File: config.mk
export PLATFORM = sky130hd
export DESIGN_NAME = reg_status_table
export DESIGN_NICKNAME = d
export VERILOG_FILES = /design/src/rtl/reg_status_table.sv
export SDC_FILE = /design/constraint.sdc
export NUM_CORES = 2
export LEC_CHECK = 0
export BUFFER_PORTS_ARGS = -buffer_cell sky130_fd_sc_hd__buf_2
export CAP_MARGIN = 20
export CORE_MARGIN = 3
export CORE_UTILIZATION = 40
export CTS_CLUSTER_DIAMETER = 100
export DETAILED_ROUTE_END_ITERATION = 12
export HOLD_SLACK_MARGIN = 0.05
export SYNTH_ARGS = -nofsm -noshare
export SYNTH_HDL_FRONTEND = slang
export SYNTH_SLANG_ARGS = --single-unit
File: constraint.sdc
create_clock -name clk -period 5.3 [get_ports clk]
set_clock_uncertainty 0.2 [all_clocks]
set_input_delay 0 -clock clk [delete_from_list [all_inputs] [get_ports clk]]
set_output_delay 0 -clock clk [all_outputs]
set_load 0.005 [all_outputs]
File: src/rtl/reg_status_table.sv
module reg_status_table #(
  parameter int NREG = 32,
  parameter int DW   = 32,
  parameter int TW   = 4
) (
  input  logic                    clk,
  input  logic                    rst_n,
  input  logic                    flush,
  input  logic                    iss_valid,
  input  logic [$clog2(NREG)-1:0] iss_src_a,
  input  logic [$clog2(NREG)-1:0] iss_src_b,
  input  logic [$clog2(NREG)-1:0] iss_dst,
  input  logic [TW-1:0]           iss_tag,
  input  logic                    bc_valid,
  input  logic [TW-1:0]           bc_tag,
  input  logic [DW-1:0]           bc_data,
  output logic [DW-1:0]           a_val,
  output logic [TW-1:0]           a_tag,
  output logic [DW-1:0]           b_val,
  output logic [TW-1:0]           b_tag
);
  localparam int AW = $clog2(NREG);

  logic [DW-1:0] rf [NREG];
  logic [TW-1:0] st [NREG];
  logic          bc_hit;
  logic          pend_any;

  assign bc_hit = bc_valid && (bc_tag != '0);

  generate
    for (genvar r = 0; r < NREG; r++) begin : g_reg
      if (r == 0) begin : g_zero
        assign rf[r] = '0;
        assign st[r] = '0;
      end else begin : g_live
        logic match, claim;
        assign match = bc_hit && (st[r] == bc_tag);
        assign claim = iss_valid && (iss_dst == AW'(r));
        always_ff @(posedge clk or negedge rst_n) begin
          if (!rst_n) begin
            rf[r] <= '0;
            st[r] <= '0;
          end else if (flush) begin
            st[r] <= '0;
          end else begin
            if (match) rf[r] <= bc_data;
            if (claim) st[r] <= iss_tag;
            else if (match) st[r] <= '0;
          end
        end
      end
    end
  endgenerate

  function automatic logic [DW+TW-1:0] lookup(input logic [AW-1:0] s);
    logic [TW-1:0] t;
    t = st[s];
    if (t == '0)                     return {rf[s], {TW{1'b0}}};
    else if (bc_hit && bc_tag == t)  return {bc_data, {TW{1'b0}}};
    else                             return {{DW{1'b0}}, t};
  endfunction

  assign {a_val, a_tag} = lookup(iss_src_a);
  assign {b_val, b_tag} = lookup(iss_src_b);

  always_comb begin
    pend_any = 1'b0;
    for (int i = 0; i < NREG; i++) pend_any = pend_any | (st[i] != '0);
  end

  assert_zero_src_R2: assert property (@(posedge clk) disable iff (!rst_n)
    (iss_src_a == '0) |-> (a_val == '0 && a_tag == '0));

  assert_tag_hides_value_R4: assert property (@(posedge clk) disable iff (!rst_n)
    (b_tag != '0) |-> (b_val == '0));

  assert_claim_recorded_R5: assert property (@(posedge clk) disable iff (!rst_n)
    (iss_valid && !flush && iss_dst != '0) |=> (st[$past(iss_dst)] == $past(iss_tag)));

  assert_flush_blanks_R9: assert property (@(posedge clk) disable iff (!rst_n)
    flush |=> !pend_any);

  assert_tag0_inert_R11: assert property (@(posedge clk) disable iff (!rst_n)
    (bc_valid && bc_tag == '0 && !iss_valid && !flush) |=> $stable(pend_any));
endmodule

---- Word-level counts from Yosys, hierarchy flattened ----
Index checks and enable logic that the tools add are counted.
Widths: inputs -> output; s select.
cells by class
  magnitude comparators ................... 2
  equality and inequality tests ........... 64
  muxes and demuxes ....................... 109
  bitwise logic cells ..................... 3
  reductions and logical operators ........ 130
operators with widths
  kind                number
  $mux 4              97
  $bmux 32 s5         2
  $mux 36             4
  $eq 4x4->1          33
  $mux 32             4
  $reduce_bool 3->1   31
  $eq 5x5->1 const B  16
  $logic_and 1x1->1   65
  $reduce_and 2->1    31
  $bmux 4 s5          2
  $eq 5x4->1 const B  8
  $eq 5x3->1 const B  4
  $ge 6x6->1 const B  2
  $not 5->6           2
  $eq 5x2->1 const B  2
  $logic_not 4->1     2
  $eq 5x1->1 const B  1
  $reduce_bool 4->1   1
  $not 1->1           1
storage, ports and cells
  register bits ........................... 1116
  input port bits ......................... 60
  output and inout port bits .............. 72
  word-level logic and storage cells ...... 370

---- Longest topological paths before layout ----
  word-level depth ........................ 8
  mapped depth ............................ 13
  mapped depth without buffers ............ 7

---- Least setup slack after synthesis ----
OpenSTA, ideal clock, no wires.
  path kind ............................... register -> output
  from .................................... register st[8] (netlist name)
  to ...................................... output port b_val[21]
  arrival time ............................ 2.349 ns
  data required time ...................... 5.100 ns
  path slack .............................. 2.751 ns
  cell stages (with the launch flop) ...... 10
  buffers on the path ..................... 2
  cells stage by stage .................... dfrtp_1 -> mux4_2 -> a22o_1 -> a221oi_2 -> xnor2_1 -> nand2_1 -> a2111o_1 -> buf_2 -> buf_6 -> o22ai_1
on the way
  longest elaborated chain between the ends .. 7
  elaborated cells on any way between the ends .. 8
  classes of those cells .................. 1 x eq/ne; 5 x mux; 2 x reduce/logical
ends and longest elaborated chain
  item                                         line  text
  start, declared                              25    logic [TW-1:0] st [NREG];
  start signal, assigned by index              48    if (claim) st[r] <= iss_tag;
  $bmux 4 s5 *                                 58    t = st[s];
  $mux 4 (not written as such) * (2 in a row)  58
  $eq 4x4->1                                   60    else if (bc_hit && bc_tag == t) return {bc_data, {TW{1'b0}}};
  $logic_and 1x1->1                            60
  $mux 36                                      60
  $mux 36 *                                    59    if (t == '0) return {rf[s], {TW{1'b0}}};
  end, declared                                19    output logic [DW-1:0] b_val,
Every way passes the cells marked *; elsewhere a longest branch is shown, timed or not. The select of a mux whose other input is x is not followed.

---- Worst setup path after layout ----
  from .................................... register st[8] (netlist name)
  to ...................................... output port b_val[20]
The elaborated chain is that of the path after synthesis.

==> Implementation_results.wiki <==
{| class="wikitable"
! Metric !! Value
|-
| Max Transition Viols Final || 0
|-
| Arrival time of data at the critical path endpoint || 4.38 ns
|-
| Share of the yosys chip area belonging to registers || 45.0%
|-
| Sum of negative setup slack || 0 ns
|-
| Die width || 400 um
|-
| Antenna violation net count after detailed routing || 0
|-
| # placed instances || 5938
|-
| Slew at the pin closest to its max-slew limit || 1.09 ns
|-
| Net switching fraction of the power || 26.6%
|-
| Leakage Power || 0.0292 uW
|-
| Internal cell power || 19000 uW
|-
| Number of failing hold endpoints at the final stage || 0
|-
| Worst r2r dst || rf[848]
|-
| Unrepaired setup endpoints after global routing || no
|-
| Final Critical Period || 4.58 ns
|-
| Logic depth of the worst setup path including buffers || 7
|-
| Number of enable flip-flop cells after synthesis || 0
|-
| Reg2Reg Setup Slack || 2.59 ns
|-
| Async SR Flop Fraction || 100%
|-
| Cell Chain, Critical Path || mux4_2, a22o_1, a221oi_2, o21ai_1, or4_2, o22ai_1, buf_2
|-
| Crit-path max FO || 16
|-
| Post-synth cell types || 61
|-
| Starting utilization of the core area || 40.6%
|-
| Global-route usage over all layers || 24.3%
|-
| First-pass DRT Iterations || 5
|-
| Total vias in the final route || 39200
|-
| Critical Path Max Stage Delay || 1.04 ns
|-
| Number of buffers added to fix hold violations after cts || 66
|-
| Buffers on Ports || 131
|-
| Leading post-synthesis cells by instance count || dfrtp_1, mux2_2, mux4_2
|-
| Vias in the first global route || 40400
|-
| Share of cells above drive strength 1 || 51.2%
|-
| Overall die area || 160000 sq um
|-
| Final weighted congestion of routability-driven global placement || 0.836
|-
| Cell types with the largest area share after synthesis || dfrtp_1, mux4_2, mux2_2
|-
| Part of the total power dissipated in combinational logic || 20.7%
|-
| Vias/cell || 6.29
|-
| Headroom to the max-slew limit || 27.5%
|-
| Category of cells accounting for the largest share of critical-path delay || compound AO/OA/AOI/OAI gates
|-
| Mean Syn Cell Area || 15.1 sq um
|-
| Bufs and invs on worst path || 1
|-
| Nature of the critical path startpoint || flop
|-
| Max-capacitance violation count || 0
|-
| TritonCTS clock tree || yes
|-
| Status || finished, final reports clean
|-
| DRC marker count from the first detailed-route iteration || 3252
|-
| Yosys reg bits || 1116
|-
| Post-synth top flop || dfrtp_1
|-
| Fmax || 218 MHz
|-
| Number of remaining DRC errors || 0
|-
| CTS Buffer Depth || 3
|-
| CTS Sinks || 1116
|-
| Startpoint of the most critical setup path || st[8]
|-
| Remaining global-route overflow || 0
|-
| Die Y-Extent || 400 um
|-
| Share of the synthesized area in the top cell type || 45.0%
|-
| Io pins || 132
|-
| Clk Latency, worst-skew pair || 0.75 ns
|-
| Worst-path clk slew || 0.06 ns
|-
| Setup slack of the critical path after layout || 0.716 ns
|-
| Path type of the worst min-delay path || in2reg
|-
| Clock power frac || 36.0%
|-
| Critical Path Sink Type || output port
|-
| Final Net Count || 4166
|-
| Psw || 6890 uW
|-
| Summed instance area of the synthesized netlist || 62100 sq um
|-
| Area leader, netlist || dfrtp_1
|-
| Wire length of the first global-routing pass || 285000 um
|-
| Cells on worst reg2reg path || 5
|-
| Maximum number of pins on one net before global-route repair || 150
|-
| Standard cell core area || 153000 sq um
|-
| Post-cts gate resize count || 0
|-
| Standard-cell rows || 143
|-
| Library cell used as clock root buffer || clkbuf_16
|-
| Total setup violations reported at the end of the flow || 0
|-
| Sequential Power Share || 43.3%
|-
| Capture point of the critical path || b_val[20]
|-
| TritonCTS buffer count || 130
|-
| Worst setup path class || reg2out
|-
| Post-Syn Instances || 4123
|-
| Post-CTS setup buffer count || 0
|-
| Worst IR drop on VDD || 0.304 mV
|-
| H-tree levels || 4
|-
| Net count after synthesis || 4183
|-
| Final routed wire length divided by cell count || 30.9 um
|-
| P per Cell Area || 371 nW/um^2
|-
| Initial antenna violation count || 6
|-
| Launch point of the worst reg-to-reg path || st[107]
|-
| Period Utilization, post-route || 86.5%
|-
| Total wire length after detailed routing || 193000 um
|-
| Non-Filler Instances || 6235
|-
| HPWL reported at the end of detailed placement || 103000 um
|-
| Post-Place Worst Slack || 1.11 ns
|-
| Number of warning messages in the yosys log || 0
|-
| Slowest-stage cell, CP || or4_2
|-
| Leading cell type by number of instances after synthesis || dfrtp_1
|-
| Growth of design area from synthesis to finish || 12.3%
|-
| CP required || 5.10 ns
|}
## power by group through the flow
| stage | sequential (uW) | combinational (uW) | clock, uW |
|---|---|---|---|
| after floorplan | 11000 | 4110 | 0 |
| after global placement | 11200 | 5280 | 0 |
| after detailed placement | 11300 | 5370 | 0 |
| after CTS | 11200 | 5420 | 9500 |
| after global routing | 11400 | 5760 | 9830 |
| final | 11200 | 5360 | 9320 |
## registers in the layout, summed over array words and instances (netlist names)
| signal | cells |
|---|---|
| st | 124 |
| rf | 992 |
## worst min-delay path by stage
stage	startpoint	endpoint	slack, ns	depth (start not counted)
after global routing	iss_tag[2]	st[90]	0.14	4
after detailed placement	rst_n	rf[47]	-0.08	1
after global placement	rst_n	rf[47]	-0.08	1
final	iss_tag[2]	st[90]	0.13	4
after floorplan	rst_n	rf[0]	-0.50	0
after CTS	iss_tag[2]	st[90]	0.06	4
## stage by stage
stage               area, sq um  total power [uW]  util, %  hold slack (ns)
floorplan                 62100             15100        -           -0.496
global placement          64700             16500     42.2          -0.0784
detailed placement        64700             16700     42.2          -0.0751
CTS                       69800             26100     45.5           0.0558
global route              69800             27000     45.5            0.144
finish                    69800             25900     45.6            0.131
## routing by layer
metal | wire (um) | global-route usage [%]
met1 | 81900 | 33.3
met5 | 0 | 0
met3 | 11400 | 3.96
met2 | 92600 | 39.3
met4 | 6830 | 8.62
## cell usage in the layout (no fill, tap or decap), types with 14 or more instances in the layout
master,netlist,routed
clkbuf_1,276,31
xnor2_1,126,126
a22o_1,143,143
o21ai_0,40,40
clkbuf_16,0,139
inv_1,54,54
o22ai_2,30,30
dfrtp_1,1116,1116
dlygate4sd3_1,0,65
clkinv_2,0,14
buf_12,0,21
buf_4,3,67
mux2_2,1032,1032
nor2_1,61,60
nand4_1,30,30
clkbuf_8,0,27
mux4_2,627,627
nor3_1,63,36
buf_2,103,121
mux2i_1,124,124
nor3_2,0,27
o22ai_1,50,50
nand2_1,63,63
## area by class of cell
type / instances / area [sq um]
Tap cell: 2030 / 2540
Clock buffer: 197 / 3970
Inverter: 57 / 224
Sequential cell: 1116 / 27900
Clock inverter: 32 / 437
Multi-Input combinational cell: 2519 / 32400
Fill cell: 13600 / 83400
Timing Repair Buffer: 282 / 2300
Antenna cell: 2 / 5.00
## tightest hold or removal path: stages
cell	delay, ns
dlygate4sd3_1	0.55
buf_2	0.13
nand2_1	0.23
o21ai_0	0.12
## cell families after synthesis
family | synth area share (%)
muxes | 43.4
DFF | 45.0
buffers and inverters | 3.32
AOI/OAI and AO/OA | 4.16
and+or+nand+nor | 2.25
xor gates and xnor gates | 1.89
No activity file was read; power rests on OpenSTA's default activity.
